===== src/rtl/rr_pkg.sv =====
`timescale 1ns/1ps
package rr_pkg;
  localparam int SEL_W  = 3;
  localparam int ITEM_W = 2 * SEL_W + 1;

  // bit 6 last-use flag, bits 5:3 consumer, bits 2:0 producer
  typedef struct packed {
    logic             last;
    logic [SEL_W-1:0] dst;
    logic [SEL_W-1:0] src;
  } route_item_t;
endpackage


===== src/rtl/rr_item_stage.sv =====
`timescale 1ns/1ps
module rr_item_stage
  import rr_pkg::*;
(
  input  logic        clk,
  input  logic        rst,
  input  logic        in_valid,
  input  route_item_t in_item,
  input  logic        done,
  output logic        in_ready,
  output logic        held_v,
  output route_item_t held
);
  // a new item enters when the slot is empty or its item finishes now
  always_comb in_ready = !held_v || done;

  always_ff @(posedge clk) begin
    if (rst) begin
      held_v <= 1'b0;
      held   <= '0;
    end else if (in_ready) begin
      held_v <= in_valid;
      held   <= in_item;
    end
  end
endmodule


===== src/rtl/rr_xbar.sv =====
`timescale 1ns/1ps
module rr_xbar
  import rr_pkg::*;
#(
  parameter int N = 5,
  parameter int W = 16
) (
  input  logic          held_v,
  input  route_item_t   held,
  input  logic [N-1:0]  src_valid,
  input  logic [N*W-1:0] src_data,
  input  logic [N-1:0]  dst_ready,
  output logic [N-1:0]  dst_valid,
  output logic [N*W-1:0] dst_data,
  output logic [N-1:0]  src_ready,
  output logic          xfer,
  output logic          illegal
);
  logic [N-1:0] src_hit, dst_hit;
  logic         legal, sel_v, sel_rdy, go;
  logic [W-1:0] sel_d;

  generate
    for (genvar i = 0; i < N; i++) begin : g_dec
      assign src_hit[i] = (held.src == SEL_W'(i));
      assign dst_hit[i] = (held.dst == SEL_W'(i));
    end
  endgenerate

  // a code at or above N hits no port, which marks the item illegal
  always_comb begin
    legal   = (|src_hit) && (|dst_hit);
    sel_v   = |(src_hit & src_valid);
    sel_rdy = |(dst_hit & dst_ready);
    sel_d   = '0;
    for (int i = 0; i < N; i++)
      if (src_hit[i]) sel_d = src_data[i*W +: W];
    go      = held_v && legal && sel_v;
    xfer    = go && sel_rdy;
    illegal = held_v && !legal;
  end

  generate
    for (genvar p = 0; p < N; p++) begin : g_port
      assign dst_valid[p]        = go && dst_hit[p];
      assign dst_data[p*W +: W]  = sel_d;
      assign src_ready[p]        = xfer && held.last && src_hit[p];
    end
  endgenerate
endmodule


===== src/rtl/rr_stats.sv =====
`timescale 1ns/1ps
module rr_stats #(
  parameter int CW = 16
) (
  input  logic          clk,
  input  logic          rst,
  input  logic          xfer,
  input  logic          illegal,
  output logic [CW-1:0] count,
  output logic          err
);
  always_ff @(posedge clk) begin
    if (rst) begin
      count <= '0;
      err   <= 1'b0;
    end else begin
      if (xfer) count <= count + 1'b1;
      err <= illegal;
    end
  end
endmodule


===== src/rtl/rr_router.sv =====
`timescale 1ns/1ps
module rr_router
  import rr_pkg::*;
#(
  parameter int NUM_PORTS = 5,
  parameter int DATA_W    = 16,
  parameter int CNT_W     = 16
) (
  input  logic                        clk,
  input  logic                        rst,
  input  logic                        item_valid,
  output logic                        item_ready,
  input  logic [ITEM_W-1:0]           item_data,
  input  logic [NUM_PORTS-1:0]        src_valid,
  output logic [NUM_PORTS-1:0]        src_ready,
  input  logic [NUM_PORTS*DATA_W-1:0] src_data,
  output logic [NUM_PORTS-1:0]        dst_valid,
  input  logic [NUM_PORTS-1:0]        dst_ready,
  output logic [NUM_PORTS*DATA_W-1:0] dst_data,
  output logic                        route_err,
  output logic [CNT_W-1:0]            xfer_count
);
  route_item_t held;
  logic        held_v, xfer, illegal, done;

  assign done = xfer || illegal;

  rr_item_stage u_stage (
    .clk      (clk),
    .rst      (rst),
    .in_valid (item_valid),
    .in_item  (route_item_t'(item_data)),
    .done     (done),
    .in_ready (item_ready),
    .held_v   (held_v),
    .held     (held)
  );

  rr_xbar #(.N(NUM_PORTS), .W(DATA_W)) u_xbar (
    .held_v    (held_v),
    .held      (held),
    .src_valid (src_valid),
    .src_data  (src_data),
    .dst_ready (dst_ready),
    .dst_valid (dst_valid),
    .dst_data  (dst_data),
    .src_ready (src_ready),
    .xfer      (xfer),
    .illegal   (illegal)
  );

  rr_stats #(.CW(CNT_W)) u_stats (
    .clk     (clk),
    .rst     (rst),
    .xfer    (xfer),
    .illegal (illegal),
    .count   (xfer_count),
    .err     (route_err)
  );
endmodule


===== config.mk =====
export PLATFORM = sky130hd
export DESIGN_NAME = rr_router
export DESIGN_NICKNAME = d
export VERILOG_FILES = /design/src/rtl/rr_pkg.sv /design/src/rtl/rr_item_stage.sv /design/src/rtl/rr_xbar.sv /design/src/rtl/rr_stats.sv /design/src/rtl/rr_router.sv
export SDC_FILE = /design/constraint.sdc
export NUM_CORES = 1
export LEC_CHECK = 0
export CORE_MARGIN = 4
export CORE_UTILIZATION = 30
export CTS_BUF_LIST = sky130_fd_sc_hd__clkbuf_16
export DETAILED_ROUTE_END_ITERATION = 10
export PLACE_DENSITY = 0.76
export SETUP_SLACK_MARGIN = 0.5
export SLEW_MARGIN = 40
export SYNTH_ARGS = -nofsm -noshare
export SYNTH_HDL_FRONTEND = slang
export SYNTH_HIERARCHICAL = 1
export SYNTH_SLANG_ARGS = --single-unit

===== constraint.sdc =====
create_clock -name clk -period 2.93 [get_ports clk]
set_clock_uncertainty 0.2 [all_clocks]
set_input_delay 0.586 -clock clk [delete_from_list [all_inputs] [get_ports clk]]
set_output_delay 0.586 -clock clk [all_outputs]
set_load 0.05 [all_outputs]

; ---- After elaboration in Yosys (flattened, before gate mapping)
; Cells that the tools add are included.
; Widths: inputs -> output; s select.
[totals]
out_inout_bits = 108
romBits = 0
register_bits = 25
latchBits = 0
mem_count = 0
inputBits = 100
mem_bits_rw = 0
[op_classes]
shift = 0
div = 0
n_addsub = 1
bitwise = 2
order_cmp = 0
multipliers = 0
muxes = 5
eq_ne = 8
n_reduce_logical = 26
[ops]
columns = op, count
row1 = $mux 16, 5
row2 = $reduce_or 5->1, 4
row3 = $add 16x1->16 const B, 1
row4 = $logic_and 1x1->1, 16
row5 = $eq 3x2->1 const B, 4
row6 = $and 5x5->5, 2
row7 = $eq 3x1->1 const B, 2
row8 = $eq 3x3->1 const B, 2
row9 = $logic_not 3->1, 2
row10 = $logic_not 1->1, 2
row11 = $logic_or 1x1->1, 2

; ---- Depth between registers and ports, before layout
[depth]
word_depth = 8
mapped_depth = 11

; ---- Modules after synthesis
; Netlist, hierarchy kept.
[by_module_without_submodules]
columns = module, area_per_inst_um2, instances, seq_area_each_um2, cells_each
row1 = rr_xbar, 1363.8, 1, 0.0, 182
row2 = rr_stats, 782.0, 1, 340.3, 86
row3 = rr_item_stage, 349.1, 1, 160.2, 34
row4 = rr_router, 6.3, 1, 0.0, 1

; ---- Worst setup path after synthesis
; Ideal clock, no wire load.
[synth_timing]
kind = input to output
from = input port src_valid[4]
to = output port src_ready[0]
path_slack_ns = -0.600
path_stages = 5
arrival_time_ns = 2.744
path_cell_list = mux2i_1 -> nor3_1 -> o311ai_2 -> buf_6 -> nor4b_1
[synth_via]
elab_chain_cells = 6
[synth_lines]
columns = item, line
row1 = from (decl), rr_router.sv:14  ; input logic [NUM_PORTS-1:0] src_valid,
row2 = $and 5x5->5, rr_xbar.sv:33  ; sel_v = |(src_hit & src_valid);
row3 = $reduce_or 5->1, rr_xbar.sv:33
row4 = $logic_and 1x1->1, rr_xbar.sv:38  ; go = held_v && legal && sel_v;
row5 = $logic_and 1x1->1, rr_xbar.sv:39  ; xfer = go && sel_rdy;
row6 = $logic_and 1x1->1 (2 in a row), rr_xbar.sv:47  ; assign src_ready[p] = xfer && held.last && src_hit[p];
row7 = to (decl), rr_router.sv:15  ; output logic [NUM_PORTS-1:0] src_ready,
; No other way between the ends.

; ---- Worst setup path in the final report
[layout_timing]
from = input port dst_ready[3]
to = output port item_ready
[layout_via]
elab_chain_cells = 5
[layout_lines]
columns = item, line
row1 = from (decl), rr_router.sv:18  ; input logic [NUM_PORTS-1:0] dst_ready,
row2 = $and 5x5->5, rr_xbar.sv:34  ; sel_rdy = |(dst_hit & dst_ready);
row3 = $reduce_or 5->1, rr_xbar.sv:34
row4 = $logic_and 1x1->1, rr_xbar.sv:39
row5 = net xfer, rr_router.sv:24  ; logic held_v, xfer, illegal, done;
row6 = $logic_or 1x1->1, rr_router.sv:26  ; assign done = xfer || illegal;
row7 = net done, rr_router.sv:24
row8 = $logic_or 1x1->1, rr_item_stage.sv:15  ; always_comb in_ready = !held_v || done;
row9 = to (decl), rr_router.sv:12  ; output logic item_ready,
; The timed path passes the listed nets, and every way through them passes these cells.

==> flow_summary.yaml <==
status:
  outcome: "completed"
sta:
  finalHoldViolCount: 0
  period_needed_ns: 2.88
  timing.slew.headroom: 0.645
  worst_slew_pin_slew_ns: 0.531
  rsz0062_at_grt: "true"
  fin_crit_sh: 0.982
  finalSetupViolCount: 0
  drv_slew: 0
  fmax_mhz: 348
yosys:
  synth-main-ff-cell: "dfxtp_1"
  synth_edf_count: 0
  ys_seq_area_frac: 0.200
  synth_nets: 404
  async_reset_ff_frac: 0
  syn_avg_cell_area_um2: 8.25
  synth_area_leader_cell: "buf_4"
  yosys_warnings: 6
  ys_top_cells_by_area: "buf_4 20%, dfxtp_1 20%, mux4_2 9.9%, mux2i_1 4.0%, o21ai_1 3.6%"
  ys_seq_elements: 25
  synth_cells: 303
  synth.cell_area_um2: 2500
  yosysTopAreaCellShare: 0.204
  ys_types: 44
drt:
  vias: 2949
  viasPerCell: 5.00
  firstDrtPassIters: 4
  drt-wirelength-per-cell_um: 19.2
  routed_wl_mm: 11.4
  drc: 0
  first_iter_violations: 67
  ant_nets: 0
power_and_ir_drop:
  p_per_area_nw_per_um2: 469
  p_switching_mw: 1.27
  leakage_nw: 2.45
  totalPowerFinal_mw: 2.85
  clockPowerShare: 0.108
  peakVddDrop_mv: 0.170
  seqPwrFrac: 0.131
  combPwrFrac: 0.760
  p_sw_frac: 0.447
  p_int_mw: 1.57
placement:
  routabilityCongestion: 0.825
  place_inst: 551
  placed_cell_area_um2: 5210
  numPortBuffers: 207
  hpwl_mm: 8.48
floorplanning:
  num_io_pins: 208
  die_x_um: 99.3
  die_area_um2: 9860
  chipHeight_um: 99.3
  start_util: 0.306
  rows: 33
  core_um2: 8180
finish:
  multi_input_area_um2: 1900
  stdcell_area_um2: 6070
  num-fill-cells: 519
  n_antenna_cell: 0
  area_growth_pct: 143
  drive_above_1_share: 0.520
  layout.nets: 587
  fin_cells: 590
  seq_area_um2: 515
clock_tree:
  cts-htree-levels: 1
  clk_pin_slew_worst_paths_ns: 0.06
  hold_buffers: 0
  numCtsBuffers: 3
  cts_sinks: 25
  clock_path_buffers: 2
  insertion_delay_ns: 0.26
  cts_tree: "done"
  clockRootBuffer: "clkbuf_16"
setup_path:
  crit_fanout: 2
  worstSetupPathType: "input port to output port"
  end_kind: "output port"
  worstSetupStartpointType: "input port"
  crit_arrival_ns: 2.09
  cp.required_ns: 2.14
grt:
  groute.usage.overall: 0.215
  grt_pass1_vias: 3018
  grt_overflow: 0
  antenna_found_initial: 0
  grt_pass1_wl_mm: 16.9
  grt_max_degree: 28
job:
  max_cap_violations: 0
min_path:
  min_path_type: "register to register"
-- critical path, stage by stage --
cell           delay, ns
dlygate4sd2_1       0.24
mux2i_1             0.17
o32ai_2             0.12
a31oi_4             0.20
nor2_4              0.06
or2_4               0.25
and2b_4             0.29
inv_8               0.03
buf_8               0.14
-- cell families (layout without fill, tap and decap cells) --
group                    count (synthesis)  count (layout)  synth area share
AO/OA/AOI/OAI                           53              53             0.126
XOR/XNOR                                 4               4            0.0140
adder cells (fa/ha/maj)                  1               1           0.00500
buffers and inverters                   97             278             0.259
flip-flops                              25              25             0.200
multiplexers                            25              25             0.157
AND/OR/NAND/NOR                         98              99             0.239
-- what timing repair did --
| action | CTS | global route |
|---|---|---|
| pin swaps | 18 | 25 |
| cloned | 2 | 2 |
| resized for setup | 94 | 45 |
| buffers inserted | 25 | 6 |
| endpoints found under the setup margin | 110 | 104 |
-- through the flow --
step | utilization | setup TNS [ns] | setup slack (ns) | hold WS (ns)
2_1_floorplan | - | 0 | 0.111 | 0.263
3_3_place_gp | 0.637 | -2.15 | -0.262 | 0.282
3_5_place_dp | 0.637 | -2.54 | -0.252 | 0.301
4_1_cts | 0.714 | 0 | 0.0471 | 0.314
5_1_grt | 0.743 | -0.00451 | -0.00451 | 0.343
6_report | 0.743 | 0 | 0.0523 | 0.318
-- area by class of cell --
cell class / instances / area share
well taps: 105 / 0.0216
repair buffers: 258 / 0.556
clock inverters: 1 / 0.000824
clock buffers: 3 / 0.0124
multi-input cells: 182 / 0.313
flip-flops and latches: 25 / 0.0849
inverters: 16 / 0.0111
-- power groups by stage --
| stage | clock network [mW] | logic, mW | registers, mW |
|---|---|---|---|
| CTS | 0.315 | 2.11 | 0.373 |
| floorplan | 0 | 1.28 | 0.377 |
| global route | 0.326 | 2.22 | 0.377 |
| finish | 0.308 | 2.16 | 0.374 |
| detailed placement | 0 | 1.92 | 0.380 |
| global placement | 0 | 1.90 | 0.380 |
-- per-layer routing --
layer	up-vias	routed length (um)	GRT usage
li1	1374	-	-
met1	1426	3980	0.228
met2	126	6270	0.421
met3	23	731	0.0449
met4	0	370	0.0609
met5	-	0	0
-- placed cells by master, fill, tap and decap left out, drive strengths merged, types with 4 or more instances in the layout --
| cell | instances |
|---|---|
| nand4bb | 7 |
| nand4 | 6 |
| mux2i | 10 |
| nor2 | 17 |
| nand2b | 11 |
| nor4 | 8 |
| a21oi | 13 |
| o31ai | 4 |
| clkdlybuf4s50 | 93 |
| nor3 | 5 |
| mux4 | 11 |
| mux2 | 4 |
| dfxtp | 25 |
| buf | 143 |
| nor2b | 8 |
| o21ai | 23 |
| o22ai | 5 |
| clkbuf | 6 |
| nand2 | 17 |
| or4 | 4 |
| dlygate4sd2 | 12 |
| nand3 | 4 |
| dlymetal6s2s | 6 |
| inv | 16 |
| a22oi | 5 |
-- cell usage after synthesis (5+ instances only) --
library cell and n:
mux4_2 11, nor2_1 17, nand2_1 17, nor2b_1 7, dfxtp_1 25, clkbuf_1 5
inv_1 15, nand2b_1 11, mux2i_1 10, a22oi_1 5, buf_4 68, o21ai_1 18
nand4bb_1 7, o21ai_0 5, a21oi_1 12, o22ai_1 5, nor4_1 8
-- final timing paths --
path                        start                 to  slack [ns]  cells after the start
setup / recovery     dst_ready[3]         item_ready        0.05                      9
hold / removal    u_stage/held[6]    u_stage/held[6]        0.32                      2
setup reg to reg  u_stage/held[2]  u_stats/count[12]        0.58                     10
hold reg to reg   u_stage/held[6]    u_stage/held[6]        0.32                      2
-- flip-flops by register name, indices dropped and copies added, names as in the netlist --
register        cells
u_stats/count      16
u_stage/held_v      1
u_stage/held        7
u_stats/err         1
Power figures use the tool's default switching activity.
